[src/rtl/selmon_pkg.sv]
package selmon_pkg;
  typedef enum logic [1:0] {ST_IDLE, ST_SETTLE, ST_HOLD} sel_state_e;

  localparam int unsigned STAT_OK_BIT  = 7;
  localparam int unsigned STAT_ATN_BIT = 6;

  function automatic int unsigned ns_to_cyc(int unsigned ns, int unsigned mhz);
    int unsigned c;
    c = (ns * mhz + 999) / 1000;
    return (c == 0) ? 1 : c;
  endfunction
endpackage

[src/rtl/selmon_sync.sv]
module selmon_sync #(
  parameter int W = 12
) (
  input  logic         clk,
  input  logic         rst_n,
  input  logic [W-1:0] d_i,
  output logic [W-1:0] q_o
);
  logic [W-1:0] stage1;

  always_ff @(posedge clk or negedge rst_n) begin
    if (!rst_n) begin
      stage1 <= '0;
      q_o    <= '0;
    end else begin
      stage1 <= d_i;
      q_o    <= stage1;
    end
  end
endmodule

[src/rtl/selmon_match.sv]
module selmon_match #(
  parameter int NT  = 4,
  parameter int IDW = 4
) (
  input  logic [7:0]      data_i,
  input  logic [NT*IDW-1:0] ids_i,
  input  logic [NT-1:0]   en_i,
  output logic            hit_o,
  output logic [2:0]      id_o
);
  logic [NT-1:0] cand;
  logic [2:0]    low_id [NT];

  for (genvar g = 0; g < NT; g++) begin : g_ent
    logic [IDW-1:0] ent;
    assign ent       = ids_i[g*IDW +: IDW];
    assign low_id[g] = ent[2:0];
    assign cand[g]   = en_i[g] && (ent <= IDW'(7)) && data_i[ent[2:0]];
  end

  always_comb begin
    hit_o = 1'b0;
    id_o  = 3'd0;
    for (int i = NT - 1; i >= 0; i--) begin
      if (cand[i]) begin
        hit_o = 1'b1;
        id_o  = low_id[i];
      end
    end
  end
endmodule

[src/rtl/selmon_rst_filter.sv]
module selmon_rst_filter #(
  parameter int GAP = 25
) (
  input  logic clk,
  input  logic rst_n,
  input  logic line_i,
  input  logic clr_i,
  output logic flag_o
);
  localparam int CW = $clog2(GAP + 1);

  logic          prev_q;
  logic          busy_q;
  logic [CW-1:0] cnt_q;
  logic          confirm;

  assign confirm = busy_q && (cnt_q == '0) && line_i;

  always_ff @(posedge clk or negedge rst_n) begin
    if (!rst_n) begin
      prev_q <= 1'b0;
      busy_q <= 1'b0;
      cnt_q  <= '0;
      flag_o <= 1'b0;
    end else begin
      prev_q <= line_i;
      if (!busy_q && line_i && !prev_q) begin
        busy_q <= 1'b1;
        cnt_q  <= CW'(GAP - 1);
      end else if (busy_q) begin
        if (cnt_q == '0) busy_q <= 1'b0;
        else             cnt_q  <= cnt_q - 1'b1;
      end
      if (confirm)    flag_o <= 1'b1;
      else if (clr_i) flag_o <= 1'b0;
    end
  end
endmodule

[src/rtl/selmon_select.sv]
module selmon_select
  import selmon_pkg::*;
#(
  parameter int ATN_CYC = 5
) (
  input  logic       clk,
  input  logic       rst_n,
  input  logic       sel_s,
  input  logic       bsy_s,
  input  logic       atn_s,
  input  logic       hit_i,
  input  logic [2:0] hit_id_i,
  input  logic       bsy_held_i,
  input  logic       bus_free_i,
  output logic       bsy_o,
  output logic [7:0] status_o,
  output logic       selected_o,
  output logic       atn_host_o,
  output logic       legacy_o
);
  localparam int ACW = $clog2(ATN_CYC + 1);

  sel_state_e     state_q;
  logic [ACW-1:0] wait_q;
  logic           take;

  assign take = !bsy_held_i && !bsy_o && sel_s && !bsy_s && hit_i;

  always_ff @(posedge clk or negedge rst_n) begin
    if (!rst_n) begin
      state_q    <= ST_IDLE;
      wait_q     <= '0;
      bsy_o      <= 1'b0;
      status_o   <= 8'h00;
      selected_o <= 1'b0;
      atn_host_o <= 1'b0;
      legacy_o   <= 1'b0;
    end else if (bus_free_i) begin
      state_q    <= ST_IDLE;
      bsy_o      <= 1'b0;
      status_o   <= 8'h00;
      selected_o <= 1'b0;
      atn_host_o <= 1'b0;
      legacy_o   <= 1'b0;
    end else begin
      case (state_q)
        ST_IDLE: if (take) begin
          status_o   <= {1'b1, 1'b1, 3'b000, hit_id_i};
          selected_o <= 1'b1;
          bsy_o      <= 1'b1;
          atn_host_o <= 1'b0;
          legacy_o   <= 1'b0;
          wait_q     <= ACW'(ATN_CYC - 1);
          state_q    <= ST_SETTLE;
        end
        ST_SETTLE: begin
          if (wait_q == '0) begin
            if (atn_s) begin
              atn_host_o <= 1'b1;
            end else begin
              status_o[STAT_ATN_BIT] <= 1'b0;
              legacy_o               <= 1'b1;
            end
            state_q <= ST_HOLD;
          end else begin
            wait_q <= wait_q - 1'b1;
          end
        end
        default: ;
      endcase
    end
  end
endmodule

[src/rtl/selmon_top.sv]
module selmon_top
  import selmon_pkg::*;
#(
  parameter int NT      = 4,
  parameter int IDW     = 4,
  parameter int CLK_MHZ = 50,
  parameter int ATN_NS  = 100,
  parameter int RST_NS  = 500
) (
  input  logic              clk,
  input  logic              rst_n,
  input  logic              sel_i,
  input  logic              bsy_i,
  input  logic              atn_i,
  input  logic              rst_bus_i,
  input  logic [7:0]        data_i,
  input  logic [NT*IDW-1:0] ids_i,
  input  logic [NT-1:0]     en_i,
  input  logic              bsy_held_i,
  input  logic              bus_free_i,
  input  logic              rst_clr_i,
  output logic              bsy_o,
  output logic [7:0]        sel_status_o,
  output logic              selected_o,
  output logic              atn_host_o,
  output logic              legacy_o,
  output logic              bus_rst_o
);
  localparam int ATN_CYC = int'(ns_to_cyc(ATN_NS, CLK_MHZ));
  localparam int RST_CYC = int'(ns_to_cyc(RST_NS, CLK_MHZ));
  localparam int SW      = 12;

  logic [SW-1:0] raw, synced;
  logic          hit;
  logic [2:0]    hit_id;

  assign raw = {rst_bus_i, atn_i, bsy_i, sel_i, data_i};

  selmon_sync #(.W(SW)) i_sync (
    .clk(clk), .rst_n(rst_n), .d_i(raw), .q_o(synced)
  );

  selmon_match #(.NT(NT), .IDW(IDW)) i_match (
    .data_i(synced[7:0]), .ids_i(ids_i), .en_i(en_i),
    .hit_o(hit), .id_o(hit_id)
  );

  selmon_select #(.ATN_CYC(ATN_CYC)) i_select (
    .clk(clk), .rst_n(rst_n),
    .sel_s(synced[8]), .bsy_s(synced[9]), .atn_s(synced[10]),
    .hit_i(hit), .hit_id_i(hit_id),
    .bsy_held_i(bsy_held_i), .bus_free_i(bus_free_i),
    .bsy_o(bsy_o), .status_o(sel_status_o), .selected_o(selected_o),
    .atn_host_o(atn_host_o), .legacy_o(legacy_o)
  );

  selmon_rst_filter #(.GAP(RST_CYC)) i_rstf (
    .clk(clk), .rst_n(rst_n), .line_i(synced[11]),
    .clr_i(rst_clr_i), .flag_o(bus_rst_o)
  );
endmodule

[config.mk]
export PLATFORM = sky130hd
export DESIGN_NAME = selmon_top
export DESIGN_NICKNAME = d
export VERILOG_FILES = /design/src/rtl/selmon_pkg.sv /design/src/rtl/selmon_sync.sv /design/src/rtl/selmon_match.sv /design/src/rtl/selmon_rst_filter.sv /design/src/rtl/selmon_select.sv /design/src/rtl/selmon_top.sv
export SDC_FILE = /design/constraint.sdc
export NUM_CORES = 1
export LEC_CHECK = 0
export ABC_AREA = 0
export CORE_MARGIN = 1.5
export CORE_UTILIZATION = 25
export CTS_BUF_LIST = sky130_fd_sc_hd__clkbuf_4 sky130_fd_sc_hd__clkbuf_8 sky130_fd_sc_hd__clkbuf_16
export CTS_CLUSTER_DIAMETER = 200
export DETAILED_ROUTE_END_ITERATION = 10
export SLEW_MARGIN = 40
export SYNTH_ARGS = -nofsm -noshare
export SYNTH_HDL_FRONTEND = slang
export SYNTH_HIERARCHICAL = 1
export SYNTH_SLANG_ARGS = --single-unit
[constraint.sdc]
create_clock -name clk -period 5.93 [get_ports clk]
set_input_delay 0.593 -clock clk [delete_from_list [all_inputs] [get_ports clk]]
set_output_delay 0.593 -clock clk [all_outputs]
set_load 0.02 [all_outputs]
==> flow_summary.toml, run 1 <==
[pwr]
swShare_pct = 28.5
combPwrFrac_pct = 23.0
max-vdd-ir-drop_mv = 0.181
p_per_area_nw_per_um2 = 282
p_switching_uw = 224
pwr-share-clk_pct = 29.3
intPower_uw = 563
power.leakage_nw = 1.15
p_seq_share_pct = 47.7

[timing]
rsz0062_at_grt = "no"
max_slew_margin_pct = 62.4
hold_viol_final = 0
setup_viol_count_final = 0
finalCriticalPeriod_ns = 2.57
tns_ns = 0
slew_viol_final = 0
worst_clock_skew_ns = 0.00429
fmax_mhz = 389
tightest_slew_ns = 0.564
period_share_pct = 43.3

[floorplanning]
die_height_um = 95.8
design.die.area_sq_um = 9170
core_area_sq_um = 8260
ios = 50
die_w_um = 95.8
start_util_pct = 26.0
placementRows = 33

[detailed_routing]
wirelength_um = 4450
vias = 1541
drc = 0
first_pass_iters = 4
ant_nets = 0
dr.first_iter.drc_count = 67
drt-vias-per-instance = 4.66
wire_per_inst_um = 13.5

[synthesis]
yosys-top-cells-area = "dfrtp_1 (51%), mux4_2 (5.2%), mux2i_1 (4.7%)"
avgSynthCellArea_sq_um = 12.0
synth_edf_count = 0
yosys.area.top_type = "dfrtp_1"
synthArstFlopShare_pct = 100
syn-instance-count = 179
synth_cell_types = 52
syn_area_sq_um = 2150
ys_warn_count = 6
synth_seq_cells = 44
synth_most_common_cell = "dfrtp_1"
synth_top_flop_cell = "dfrtp_1"
synth_top_area_share_pct = 51.2
yosysSeqAreaShare_pct = 51.2
netlist_top_cells_count = "dfrtp_1 (44), nand2_1 (12), mux2i_1 (10)"

[setup_path]
regToRegStartpoint = "i_sync/q_o[3]$_DFF_PN0_"
crit_type = "in2reg"
slowest_delay_ns = 0.53
cp-end-kind = "register"
rrSetupSlack_ns = 3.81
path_cells = "clkdlybuf4s50_1 > mux4_2 > a22o_1 > a211oi_2 > nand2_1 > and4b_1 > mux2i_1"
r2r_end = "i_select/status_o[1]$_DFFE_PN0P_"
r2r_cells = 6
crit_path_start_kind = "input pin"
arrival_ns = 2.74
cp_max_fo = 7
cp_slowest_cell = "clkdlybuf4s50_1"
cp.required_ns = 6.10

[clock_network]
htreeDepth = 2
cts_tree = "yes"
cts-root-buf = "clkbuf_8"
cts_hold_buf = 0
numCtsBuffers = 5
cts_sinks = 44
clk_latency_ns = 0.29
cts_resized = 0
path_clk_slew_ns = 0.08
post_cts_buffers = 0
cts_buffer_depth = 2

[grt]
grt.total_usage_pct = 10.6
overflow = 0
grt_max_degree = 45
grt_first_pass_wirelength_um = 7360
first_global_vias = 1494
antenna_found_initial = 0

[cells_and_area]
fin_util_pct = 33.9
drive_above_1_share_pct = 13.7
synthToLayoutAreaGrowth_pct = 30.0
nNetsFinal = 265
diodes = 0

[place]
dp_hpwl_um = 3290
io_buffers = 46
gp_congestion = 0.821

[worst_hold_path]
hold_path_class = "in2async"

[run_status]
status = "complete, no violations"

[run]
max_cap_viol_count = 0
## metal layers
metal	GRT usage, %	share of wire, %
met1	13.9	46
met2	16.6	48
met3	3.48	4.7
met4	2.94	0.74
met5	0	0
## how the worst max path moves through the flow
stage,start,to,slack [ns],cells after the start
2_1_floorplan,ids_i[1],i_select/status_o[1]$_DFFE_PN0P_,3.77,7
4_1_cts,ids_i[1],i_select/status_o[1]$_DFFE_PN0P_,3.35,7
3_3_place_gp,ids_i[1],i_select/status_o[1]$_DFFE_PN0P_,3.11,7
6_report,ids_i[1],i_select/status_o[1]$_DFFE_PN0P_,3.36,7
3_5_place_dp,ids_i[1],i_select/status_o[1]$_DFFE_PN0P_,3.04,7
5_1_grt,ids_i[1],i_select/status_o[0]$_DFFE_PN0P_,3.24,7
## power by group through the flow
| stage | Sequential, mW | Combinational, mW | Clock (mW) |
|---|---|---|---|
| 2_1_floorplan | 0.372 | 0.127 | 0 |
| 3_3_place_gp | 0.379 | 0.179 | 0 |
| 3_5_place_dp | 0.380 | 0.183 | 0 |
| 4_1_cts | 0.375 | 0.184 | 0.239 |
| 5_1_grt | 0.381 | 0.203 | 0.256 |
| 6_report | 0.376 | 0.181 | 0.230 |
## final cells by class
type	instances	area [sq um]
clock buffers	6	76.3
multi-input cells	118	955
well taps	105	131
inverters	10	40.0
clock inverters	2	35.0
flip-flops and latches	44	1100
fillers	832	5460
repair buffers	46	458
## critical path, delay by kind of cell
| kind | cells | cell delay [ns] |
|---|---|---|
| AO/OA/AOI/OAI | 2 | 0.52 |
| buffers and inverters | 1 | 0.53 |
| multiplexers | 2 | 0.67 |
| AND/OR/NAND/NOR | 2 | 0.41 |
## sequential cells by signal, summed over array words and instances, names as in the netlist
signal and count:
i_rstf/flag_o 1, i_sync/q_o 12, i_select/wait_q 3, i_select/atn_host_o 1
i_rstf/prev_q 1, i_select/status_o 5, i_select/legacy_o 1, i_sync/stage1 12
i_select/state_q 2, i_rstf/cnt_q 5, i_rstf/busy_q 1
## cells by family after synthesis
logic type      count (synthesis)  share of synthesized area, %
flops                          44                          51.2
compound gates                 35                          13.2
fa+ha+maj                       3                          1.75
mux                            19                          12.0
other cells                     1                         0.174
buf+inv                        19                          4.77
simple gates                   58                          16.9
## cells in the final DEF (no fill, tap or decap), types with 3 or more instances in the layout
cell type        netlist  final
clkdlybuf4s50_1        0     45
nand2_1               12     12
nor3_1                 3      3
dfrtp_1               44     44
ha_1                   3      3
mux2i_1               10     10
a31oi_1                5      5
conb_1                 1      3
clkbuf_8               0      5
nor2_1                 8      8
nor3b_1                6      6
a21oi_1                5      5
nor2b_1                3      3
o31ai_1                3      3
mux4_2                 5      5
inv_1                  8      8
nand2b_1               8      8
## through the flow
step	cells	hold slack, ns	cell area [sq um]	total power [mW]	setup slack, ns
final	331	0.281	2800	0.787	3.36
after global routing	331	0.318	2800	0.840	3.24
after floorplan	181	0.297	2160	0.499	3.77
after global placement	323	0.332	2680	0.558	3.11
after detailed placement	323	0.336	2690	0.563	3.04
after CTS	331	0.304	2800	0.798	3.35
No activity file was read; power rests on OpenSTA's default activity.
==> run 2, diff against run 1 <==
==> constraint.sdc (replaced) <==
create_clock -name clk -period 2.13 [get_ports clk]
set_input_delay 0.213 -clock clk [delete_from_list [all_inputs] [get_ports clk]]
set_output_delay 0.213 -clock clk [all_outputs]
set_load 0.02 [all_outputs]
==> flow_summary.toml, run 2 (synthesized netlist as in run 1, its figures left out) <==
[cells_and_area]
final_cell_mix = "dfrtp_1 (44), clkdlybuf4s50_1 (43), buf_4 (15), nand2_1 (12), mux2i_1 (10)"
diodes = 0
stdcell_count = 347
nNetsFinal = 281
layout_commonest_cell = "dfrtp_1"
synthToLayoutAreaGrowth_pct = 35.9
drive_above_1_share_pct = 19.4
reg.largest.list = "i_sync/q_o: 12 flops, i_sync/stage1: 12 flops"

[setup_path]
crit_type = "reg2reg"
slowest_delay_ns = 0.48
path_cells = "mux4_2 > a22o_1 > a211oi_2 > nand2_1 > and4b_2 > mux2i_1"
arrival_ns = 2.22
cp.required_ns = 2.32
cp-end-kind = "register"
crit_path_start_kind = "register"
regToRegStartpoint = "i_sync/q_o[0]$_DFF_PN0_"
r2r_end = "i_select/status_o[1]$_DFFE_PN0P_"
r2r_cells = 6
cp_slowest_cell = "mux4_2"
rrSetupSlack_ns = 0.09
cp_max_fo = 5

[worst_hold_path]
hold_path_class = "reg2reg"
hold_path_depth = 0
holdPathEnd = "i_sync/q_o[8]$_DFF_PN0_"
hold_path.startpoint = "i_sync/stage1[8]$_DFF_PN0_"

[pwr]
finalPower_mw = 2.19
combPwrFrac_pct = 23.9
p_seq_share_pct = 47.4
p_per_area_nw_per_um2 = 751
intPower_mw = 1.57
p_switching_uw = 623
power.leakage_nw = 1.24
max-vdd-ir-drop_mv = 0.421
pwr-share-clk_pct = 28.7
swShare_pct = 28.4

[timing]
period_share_pct = 95.7
slew_viol_final = 0
finalCriticalPeriod_ns = 2.04
hold_viol_final = 0
tightest_slew_ns = 0.531
worst_clock_skew_ns = 0.00664
tns_ns = 0
fmax_mhz = 491
max_slew_margin_pct = 63.7
rsz0062_at_grt = "no"
setup_viol_count_final = 0

[grt]
met2_usage_pct = 17.5
use_met3_pct = 2.61
first_global_vias = 1659
grt_use_met1_pct = 13.5
grt_max_degree = 45
overflow = 0
grt_first_pass_wirelength_um = 7510
grt.total_usage_pct = 10.7
antenna_found_initial = 0
grt_busiest_layer = "met2"

[floorplanning]
design.die.area_sq_um = 9170
ios = 50
placementRows = 33
die_height_um = 95.8
core_area_sq_um = 8260
start_util_pct = 26.0
die_w_um = 95.8

[clock_network]
cts_tree = "yes"
cts_buffer_depth = 2
post_cts_buffers = 0
cts-root-buf = "clkbuf_8"
path_clk_slew_ns = 0.09
clk_latency_ns = 0.29
numCtsBuffers = 5
htreeDepth = 2
cts_sinks = 44

[place]
dp_hpwl_um = 3310
dp_cells = 338
gp_congestion = 0.812
io_buffers = 46

[detailed_routing]
wirelength_um = 4330
dr.first_iter.drc_count = 60
drc = 0
ant_nets = 0
first_pass_iters = 4
wire_per_inst_um = 12.5
drt-vias-per-instance = 4.50
vias = 1563

[run_status]
status = "complete, no violations"

[run]
max_cap_viol_count = 0
## run 2: routing by layer
| metal | vias up | wire length, um |
|---|---|---|
| met5 | - | 0 |
| met4 | 0 | 90 |
| met3 | 7 | 186 |
| met2 | 37 | 2000 |
| met1 | 750 | 2050 |
| li1 | 769 | - |
## run 2: how the worst max path moves through the flow
stage	from	end	slack [ns]	depth (start not counted)
6_report	i_sync/q_o[0]$_DFF_PN0_	i_select/status_o[1]$_DFFE_PN0P_	0.09	6
4_1_cts	ids_i[1]	i_select/status_o[1]$_DFFE_PN0P_	0.04	7
5_1_grt	i_sync/q_o[0]$_DFF_PN0_	i_select/status_o[0]$_DFFE_PN0P_	0.003	6
2_1_floorplan	i_sync/q_o[3]$_DFF_PN0_	i_select/status_o[1]$_DFFE_PN0P_	0.20	7
3_5_place_dp	ids_i[1]	i_select/status_o[1]$_DFFE_PN0P_	-0.28	7
3_3_place_gp	ids_i[1]	i_select/status_o[0]$_DFFE_PN0P_	-0.23	7
## run 2: power groups by stage
stage          Clock, mW  Sequential (mW)  Combinational (mW)
4_1_cts            0.659             1.04               0.532
3_5_place_dp           0             1.06               0.530
6_report           0.631             1.04               0.523
5_1_grt            0.696             1.06               0.599
3_3_place_gp           0             1.06               0.520
2_1_floorplan          0             1.03               0.354
## run 2: final cells by class
type | count | area, sq um
sequential | 44 | 1100
clock inverter | 3 | 42.5
multi-input combinational | 118 | 956
clock buffer | 5 | 68.8
tap | 105 | 131
timing repair buffer | 62 | 583
inverter | 10 | 40.0
fill | 842 | 5340
## run 2: repair_timing
| item | in CTS | in global routing |
|---|---|---|
| hold buffers | 1 | 0 |
| endpoints found under the setup margin | 0 | 5 |
| gates resized for setup | 0 | 3 |
| hold endpoints to repair | 5 | 0 |
## run 2: metrics by stage
stage	setup slack, ns	hold slack, ns	cell area (sq um)	utilization, %
after global routing	0.00338	0.339	2920	35.4
after CTS	0.0358	0.341	2920	35.3
final	0.0925	0.348	2920	35.4
after floorplan	0.200	-0.0826	2160	-
after detailed placement	-0.280	0.327	2800	33.8
after global placement	-0.226	0.327	2800	33.8
## run 2: critical path: cells and delay by family (launching register included)
family	cells	cell delay (ns)
DFF	1	0.41
muxes	2	0.61
AOI/OAI and AO/OA	2	0.50
and+or+nand+nor	2	0.40
